==> config.mk <==
export PLATFORM = sky130hd
export DESIGN_NAME = adc_chanmode_cfg
export DESIGN_NICKNAME = d
export VERILOG_FILES = /design/src/rtl/adc_chanmode_pkg.sv /design/src/rtl/adc_chanmode_regs.sv /design/src/rtl/adc_chanmode_rdmux.sv /design/src/rtl/adc_chanmode_query.sv /design/src/rtl/adc_chanmode_cfg.sv
export SDC_FILE = /design/constraint.sdc
export NUM_CORES = 1
export LEC_CHECK = 0
export BUFFER_PORTS_ARGS = -buffer_cell sky130_fd_sc_hd__buf_2
export CAP_MARGIN = 25
export CORE_MARGIN = 4
export CORE_UTILIZATION = 45
export CTS_CLUSTER_SIZE = 28
export DETAILED_ROUTE_END_ITERATION = 10
export HOLD_SLACK_MARGIN = 0.03
export PLACE_DENSITY_LB_ADDON = 0.05
export SLEW_MARGIN = 20
export SYNTH_ARGS = -nofsm -noshare
export SYNTH_HDL_FRONTEND = slang
export SYNTH_SLANG_ARGS = --single-unit
==> constraint.sdc <==
create_clock -name clk -period 3.6 [get_ports clk]
set_clock_uncertainty 0.2 [all_clocks]
set_input_delay 0.36 -clock clk [delete_from_list [all_inputs] [get_ports clk]]
set_output_delay 0.36 -clock clk [all_outputs]
set_load 0.01 [all_outputs]
==> src/rtl/adc_chanmode_pkg.sv <==
package adc_chanmode_pkg;

    // Register offsets on the configuration port
    localparam int unsigned OFS_MODE = 0;
    localparam int unsigned OFS_STAT = 1;

    // Bit position of the lock-violation flag in the status register
    localparam int unsigned STAT_LOCK_BIT = 0;

    // Largest channel count the mask helper supports
    localparam int unsigned MAX_CH = 64;

    // Mask of the software-writable mode bits: bit 0 is reserved and
    // the top nfixed channels are hard-wired single-ended.
    function automatic logic [MAX_CH-1:0] writable_mask(int unsigned nch,
                                                       int unsigned nfixed);
        logic [MAX_CH-1:0] m;
        m = '0;
        for (int unsigned i = 1; i < MAX_CH; i++) begin
            if (i + nfixed < nch) m[i] = 1'b1;
        end
        return m;
    endfunction

endpackage

==> src/rtl/adc_chanmode_regs.sv <==
module adc_chanmode_regs
    import adc_chanmode_pkg::*;
#(
    parameter int unsigned NUM_CH    = 19,
    parameter int unsigned NUM_FIXED = 3,
    parameter int unsigned DATA_W    = 32,
    parameter int unsigned ADDR_W    = 2
) (
    input  logic              clk,
    input  logic              rst_n,
    input  logic              wr_en,
    input  logic [ADDR_W-1:0] addr,
    input  logic [DATA_W-1:0] wr_data,
    input  logic              conv_en,
    output logic [NUM_CH-1:0] mode_o,
    output logic              lock_err_o
);

    localparam logic [MAX_CH-1:0] MASK_FULL = writable_mask(NUM_CH, NUM_FIXED);
    localparam logic [NUM_CH-1:0] WR_MASK   = MASK_FULL[NUM_CH-1:0];
    localparam logic [ADDR_W-1:0] A_MODE    = ADDR_W'(OFS_MODE);
    localparam logic [ADDR_W-1:0] A_STAT    = ADDR_W'(OFS_STAT);

    typedef struct packed {
        logic [NUM_CH-1:0] mode;
        logic              lock_err;
    } cfg_state_t;

    cfg_state_t st_d, st_q;

    logic mode_wr;
    logic stat_wr;

    always_comb begin
        mode_wr = wr_en && (addr == A_MODE);
        stat_wr = wr_en && (addr == A_STAT);
        st_d    = st_q;
        if (mode_wr) begin
            if (conv_en) begin
                st_d.lock_err = 1'b1;
            end else begin
                st_d.mode = wr_data[NUM_CH-1:0] & WR_MASK;
            end
        end else if (stat_wr && wr_data[STAT_LOCK_BIT]) begin
            st_d.lock_err = 1'b0;
        end
    end

    always_ff @(posedge clk or negedge rst_n) begin
        if (!rst_n) begin
            st_q <= '0;
        end else begin
            st_q <= st_d;
        end
    end

    assign mode_o     = st_q.mode;
    assign lock_err_o = st_q.lock_err;

endmodule

==> src/rtl/adc_chanmode_rdmux.sv <==
module adc_chanmode_rdmux
    import adc_chanmode_pkg::*;
#(
    parameter int unsigned NUM_CH = 19,
    parameter int unsigned DATA_W = 32,
    parameter int unsigned ADDR_W = 2
) (
    input  logic [ADDR_W-1:0] addr,
    input  logic [NUM_CH-1:0] mode,
    input  logic              lock_err,
    output logic [DATA_W-1:0] rd_data
);

    localparam logic [ADDR_W-1:0] A_MODE = ADDR_W'(OFS_MODE);
    localparam logic [ADDR_W-1:0] A_STAT = ADDR_W'(OFS_STAT);

    always_comb begin
        rd_data = '0;
        if (addr == A_MODE) begin
            rd_data[NUM_CH-1:0] = mode;
        end else if (addr == A_STAT) begin
            rd_data[STAT_LOCK_BIT] = lock_err;
        end
    end

endmodule

==> src/rtl/adc_chanmode_query.sv <==
module adc_chanmode_query #(
    parameter int unsigned NUM_CH = 19,
    parameter int unsigned CH_W   = $clog2(NUM_CH + 1)
) (
    input  logic [NUM_CH-1:0] mode,
    input  logic [CH_W-1:0]   q_chan,
    output logic              q_legal,
    output logic              q_diff
);

    // A channel is taken when the channel below it is differential
    logic [NUM_CH-1:0] taken;

    assign taken[0] = 1'b0;
    for (genvar j = 1; j < NUM_CH; j++) begin : g_taken
        assign taken[j] = mode[j-1];
    end

    always_comb begin
        q_legal = 1'b0;
        q_diff  = 1'b0;
        if (int'(q_chan) < int'(NUM_CH)) begin
            q_legal = !taken[q_chan];
            q_diff  = q_legal && mode[q_chan];
        end
    end

endmodule

==> src/rtl/adc_chanmode_cfg.sv <==
module adc_chanmode_cfg #(
    parameter int unsigned NUM_CH    = 19,
    parameter int unsigned NUM_FIXED = 3,
    parameter int unsigned DATA_W    = 32,
    parameter int unsigned ADDR_W    = 2,
    parameter int unsigned CH_W      = $clog2(NUM_CH + 1)
) (
    input  logic              clk,
    input  logic              rst_n,
    input  logic              wr_en,
    input  logic [ADDR_W-1:0] addr,
    input  logic [DATA_W-1:0] wr_data,
    output logic [DATA_W-1:0] rd_data,
    input  logic              conv_en,
    input  logic [CH_W-1:0]   q_chan,
    output logic              q_legal,
    output logic              q_diff
);

    logic [NUM_CH-1:0] mode_q;
    logic              err_q;

    adc_chanmode_regs #(
        .NUM_CH   (NUM_CH),
        .NUM_FIXED(NUM_FIXED),
        .DATA_W   (DATA_W),
        .ADDR_W   (ADDR_W)
    ) u_regs (
        .clk       (clk),
        .rst_n     (rst_n),
        .wr_en     (wr_en),
        .addr      (addr),
        .wr_data   (wr_data),
        .conv_en   (conv_en),
        .mode_o    (mode_q),
        .lock_err_o(err_q)
    );

    adc_chanmode_rdmux #(
        .NUM_CH(NUM_CH),
        .DATA_W(DATA_W),
        .ADDR_W(ADDR_W)
    ) u_rdmux (
        .addr    (addr),
        .mode    (mode_q),
        .lock_err(err_q),
        .rd_data (rd_data)
    );

    adc_chanmode_query #(
        .NUM_CH(NUM_CH),
        .CH_W  (CH_W)
    ) u_query (
        .mode   (mode_q),
        .q_chan (q_chan),
        .q_legal(q_legal),
        .q_diff (q_diff)
    );

endmodule

==> out/metrics.cfg, run 1 <==
[outcome]
run_status=completed

[grt]
grt_start_max_net_pins=17
grt_antenna_before_repair=0
grt_pass1_wl_mm=4.24
grt_pass1_vias=932
globalRouteOverflowTotal=0
globalRouteTotalUtil_pct=16.0

[place]
placedCellCount=179
postPlaceCellArea_um2=1320
numPortBuffers=44
globalplace.congestion=0.667
detailedPlacementHpwl_mm=1.95

[logic_synthesis]
ys_top_cells_by_area=dfrtp_1 (34%), mux2_2 (18%), buf_4 (12%)
yosysSeqAreaShare_pct=34.4
postSynthAreaPerCell_um2=10.6
netlist_area_um2=1160
yosysTopAreaCell=dfrtp_1
synth_seq_cells=16
syn-instance-count=110
yosys_warnings=0
post-synth-top-area-fraction_pct=34.4
yosys.cell_types.count=29

[timing]
fin_crit_ps=2460
finalSetupTns_ps=0
maxSlewViolCount=0
rsz0062_at_grt=no
timing.fmax_mhz=407
actual_transition_at_the_worst_max_transition_pin_ps=763
total_count_of_hold_check_failures_in_the_final_report=0
final.period_utilization_pct=68.2
relSlewSlack_pct=49.0
timing.final.setup_violations=0

[finish]
areaGrowthSynthToFinish_pct=17.5
layout.cell_area.non_filler_um2=1370
final_layout_size_suffix_gt1_share_pct=48.1
filler_cell_count=249
fraction_of_the_core_area_covered_by_cells_at_the_end_of_the_flow_pct=55.2
antennaDiodeCount=0
num-nets-final=198
finish.cell_count_without_fillers=184
regArea_um2=400
multiInputGateArea_um2=644

[clock_network]
max-clock-path-buffers=2
tritoncts=done
cts.repair.resized=0
clk_pin_slew_ps=90
number_of_buffers_added_by_the_clock_tree_synthesis_step=3
clk-insertion-delay-late_ps=280
cts-htree-levels=1
cts_num_sinks=16
cts_root_buffer=clkbuf_4

[detailed_routing]
route.detailed.wl_per_inst_um=13.4
first_pass_iters=4
routed_wirelength_mm=2.47
initial_drt_markers=19
avgViaCountPerCell=4.93
antenna_left=0
vias=907
drc=0

[worst_hold_path]
min_path_type=input port to register
timing.hold.worst_path_depth=2

[floorplanning]
total_die_area_um2=3460
effective_utilization_at_floorplan_pct=47.0
floorplan.io_pins=77
dieWidth_um=58.9
die_height_um=58.9
core_area_um2=2480
rows=18

[setup_path]
cp_data_arrival_time_ps=1900
cp_data_required_time_ps=3040
cell_depth_of_the_worst_flop_to_flop_path=1
path_max_fanout=4
cp_startpoint_kind=register
path_class=register to output pin
end_kind=output pin

[power]
power.net_switching_w=0.000162
switch_share_pct=30.3
power_report.internal_total_w=0.000372
maximum_vdd_ir_drop_v=0.000293
combPwrFrac_pct=30.9
clock_power_share_pct=22.0
pwr-share-seq_pct=47.1
power.density_nw_per_um2=390
total_leakage_power_nw=0.701

[run]
cap_viol_max_count=0

## logic make-up after synthesis
logic type / Yosys count / share of synthesized area (%)
AOI/OAI and AO/OA: 12 / 7.42
buffers and inverters: 24 / 15.1
DFF: 16 / 34.4
muxes: 24 / 26.2
other: 1 / 0.322
and+or+nand+nor: 33 / 16.6
## cells in the final DEF (no fill, tap or decap)
cell type	instances
o22ai_1	1
conb_1	16
nor2b_1	1
o21ai_1	1
a21oi_1	2
or2b_1	1
nand3_1	1
mux4_2	2
dfrtp_1	16
a221oi_2	1
nor3b_1	2
nor2_1	3
buf_2	44
dlygate4sd3_1	1
mux4_1	1
o21ai_0	2
mux2i_1	2
a31oi_1	2
o211ai_1	1
nor4b_2	1
and2_1	15
inv_1	3
a221o_2	1
clkbuf_8	1
mux2_2	19
nand2_1	8
buf_4	1
o2111ai_1	1
and2b_2	1
clkbuf_4	3
## state kept, by name, summed over array words and instances (netlist names)
register           cells
u_regs.lock_err_o      1
u_regs.mode_o         15
## path summary, 6_finish.rpt
path	start	to	slack, ps
max	u_regs.mode_o[7]	q_diff	1140
min	wr_data[7]	u_regs.mode_o[7]	100
max reg2reg	u_regs.mode_o[7]	u_regs.mode_o[7]	2600
min reg2reg	u_regs.lock_err_o	u_regs.lock_err_o	330
max in group asynchronous	rst_n	u_regs.mode_o[15]	2590
min in group asynchronous	rst_n	u_regs.mode_o[4]	340
## layer usage
metal	vias up	GRT usage (%)	part of all wire, %
met1	433	20.4	41
met5	-	0	0
met4	0	3.88	0
met2	33	27.1	50
met3	0	3.95	8.3
li1	441	-	-
## cells in the mapped netlist
| library cell | n |
|---|---|
| a21oi_1 | 2 |
| a221o_2 | 1 |
| a221oi_2 | 1 |
| a31oi_1 | 2 |
| and2_1 | 15 |
| and2b_2 | 1 |
| buf_4 | 18 |
| buf_6 | 1 |
| clkbuf_1 | 1 |
| clkbuf_8 | 1 |
| conb_1 | 1 |
| dfrtp_1 | 16 |
| inv_1 | 3 |
| mux2_2 | 19 |
| mux2i_1 | 2 |
| mux4_1 | 1 |
| mux4_2 | 2 |
| nand2_1 | 8 |
| nand3_1 | 1 |
| nor2_1 | 3 |
| nor2b_1 | 1 |
| nor3b_1 | 2 |
| nor4b_2 | 1 |
| o2111ai_1 | 1 |
| o211ai_1 | 1 |
| o21ai_0 | 2 |
| o21ai_1 | 1 |
| o22ai_1 | 1 |
| or2b_1 | 1 |
## metrics by stage
step | hold WS (ps) | setup slack, ps | total power (W)
after detailed placement | 99.0 | 1210 | 0.000421
after global placement | 89.4 | 1240 | 0.000414
after global routing | 92.3 | 1030 | 0.000575
final | 104 | 1140 | 0.000534
after CTS | 92.4 | 1120 | 0.000542
after floorplan | -136 | 1460 | 0.000374
## worst max-delay path, cell delays in order (launching register included)
cell	delay, ps
dfrtp_1	430
mux4_2	490
a221oi_2	280
o21ai_1	120
a31oi_1	150
buf_2	150
## power by group through the flow
stage,sequential (W),combinational (W),clock (W)
final,0.000251,0.000165,0.000118
after global routing,0.000261,0.000184,0.000130
after detailed placement,0.000256,0.000165,0
after floorplan,0.000242,0.000133,0
after CTS,0.000253,0.000166,0.000123
after global placement,0.000253,0.000160,0
## cell type report
type	count	share of cell area, %
inverters	3	0.823
multi-input cells	85	47.1
repair buffers	46	17.4
clock buffers	4	2.65
well taps	30	2.74
flip-flops and latches	16	29.3
## repair_timing
item                                   4_1_cts  5_1_grt
endpoints found under the hold margin       16        0
hold buffers                                 1        0
setup buffers                                0        0
Power figures use the tool's default switching activity.
==> run 2, diff against run 1 <==
--- a/config.mk
+++ b/config.mk
@@ -8,7 +8,7 @@
 export BUFFER_PORTS_ARGS = -buffer_cell sky130_fd_sc_hd__buf_2
 export CAP_MARGIN = 25
 export CORE_MARGIN = 4
-export CORE_UTILIZATION = 45
+export CORE_UTILIZATION = 38
 export CTS_CLUSTER_SIZE = 28
 export DETAILED_ROUTE_END_ITERATION = 10
 export HOLD_SLACK_MARGIN = 0.03
==> constraint.sdc (replaced) <==
create_clock -name clk -period 2.14 [get_ports clk]
set_clock_uncertainty 0.2 [all_clocks]
set_input_delay 0.214 -clock clk [delete_from_list [all_inputs] [get_ports clk]]
set_output_delay 0.214 -clock clk [all_outputs]
set_load 0.01 [all_outputs]
==> out/metrics.cfg, run 2 (same netlist as run 1, synthesis figures left out) <==
[detailed_routing]
first_pass_iters=4
top_layer_used=met4
route.detailed.wl_per_inst_um=12.9
routed_wirelength_mm=2.75
initial_drt_markers=19
wl_met2_mm=1.41
antenna_left=0
drc=0
routed-wl-met3_um=156
avgViaCountPerCell=4.79
vias=1020
routedLengthMet1_mm=1.16

[clock_network]
clk-insertion-delay-late_ps=280
tritoncts=done
max-clock-path-buffers=2
cts_root_buffer=clkbuf_4
cts_num_sinks=16
cts-htree-levels=1
cts.repair.resized=0
number_of_buffers_added_by_the_clock_tree_synthesis_step=3
clk_pin_slew_ps=90

[setup_path]
rr_startpoint=u_regs.lock_err_o
cp_data_required_time_ps=1730
path_depth=5
worst-path-buf-inv=1
path_delay_family=compound AO/OA/AOI/OAI gates
crit_chain=mux4_2 -> a221oi_2 -> o21ai_1 -> a31oi_1 -> buf_2
timing.rr.end=u_regs.lock_err_o
end_kind=output pin
path_class=register to output pin
worst_path_largest_cell_delay_ps=500
cell_depth_of_the_worst_flop_to_flop_path=3
critical-path-slowest-cell=mux4_2
cp_data_arrival_time_ps=1860
cp_startpoint_kind=register
path_max_fanout=2
r2r_setup_slack_ps=660

[floorplanning]
total_die_area_um2=4010
rows=19
dieWidth_um=63.3
floorplan.io_pins=77
core_area_um2=2830
effective_utilization_at_floorplan_pct=41.1
die_height_um=63.3

[power]
maximum_vdd_ir_drop_v=0.000426
power.density_nw_per_um2=601
total_power_w=0.000974
total_leakage_power_nw=0.823

[place]
preCtsSetupSlack_ps=136
globalplace.congestion=0.686
numPortBuffers=44
postPlaceCellArea_um2=1350
detailedPlacementHpwl_mm=1.99

[grt]
globalRouteTotalUtil_pct=14.7
grt_antenna_before_repair=0
globalRouteOverflowTotal=0
grt_pass1_vias=1074
grt_pass1_wl_mm=4.72
grt_start_max_net_pins=17

[finish]
layout.cell_area.non_filler_um2=1620
layout.cells.most_common_list=buf_2 (44), mux2_2 (19), dlygate4sd3_1 (18), conb_1 (16), dfrtp_1 (16)
final_layout_size_suffix_gt1_share_pct=46.7
filler_cell_count=261
antennaDiodeCount=0
areaGrowthSynthToFinish_pct=39.4
layout_commonest_cell=buf_2
largest_reg_flops=15
num-nets-final=226

[timing]
timing.fmax_mhz=440
maxSlewViolCount=0
timing.final.setup_violations=2
final.period_utilization_pct=106
finalSetupTns_ps=-256
worst_slack_ps=-135
fin_hold_ws_ps=171
fin_crit_ps=2270
rsz0062_at_grt=yes
total_count_of_hold_check_failures_in_the_final_report=0

[worst_hold_path]
min_path_type=input port to asynchronous set/reset pin

[outcome]
violations_in_the_final_reports=setup timing
run_status=complete, but fails checks

[run]
cap_viol_max_count=0

run 2: per-stage QoR:
| step | utilization, % | std cells |
|---|---|---|
| after CTS | 56.3 | 209 |
| after global placement | 47.5 | 183 |
| final | 57.3 | 213 |
| after floorplan | - | 125 |
| after global routing | 57.3 | 213 |
| after detailed placement | 47.5 | 183 |
run 2: how the worst max path moves through the flow:
| stage | startpoint | to |
|---|---|---|
| after floorplan | u_regs.mode_o[12] | q_diff |
| after global placement | u_regs.mode_o[7] | q_diff |
| after detailed placement | u_regs.mode_o[12] | q_diff |
| after CTS | u_regs.mode_o[12] | q_diff |
| after global routing | u_regs.mode_o[12] | q_diff |
| final | u_regs.mode_o[12] | q_diff |
run 2: report_power, final:
group          switching [W]  internal, W  total (W)
registers          0.0000462     0.000366   0.000412
clock network      0.0000925     0.000103   0.000196
logic               0.000148     0.000217   0.000366
total               0.000287     0.000687   0.000974
run 2: cell type report:
class                      count  area, um2  share of cell area [%]
clock buffer                   4       36.3                    2.24
inverter                       3       11.3                   0.694
multi-input combinational     85        644                    39.7
tap                           31       38.8                    2.39
timing repair buffer          74        490                    30.2
sequential                    16        400                    24.7
run 2: metal layers:
metal | vias up | track usage (%)
met1 | 488 | 18.0
met3 | 2 | 2.84
met5 | - | 0
met2 | 35 | 25.2
li1 | 495 | -
met4 | 0 | 6.20
run 2: timing repair:
| item | 4_1_cts | 5_1_grt |
|---|---|---|
| buffers inserted | 4 | 4 |
| pin swaps | 2 | 1 |
| hold buffers | 18 | 0 |
| setup endpoints to repair | 2 | 2 |
| endpoints found under the hold margin | 32 | 0 |
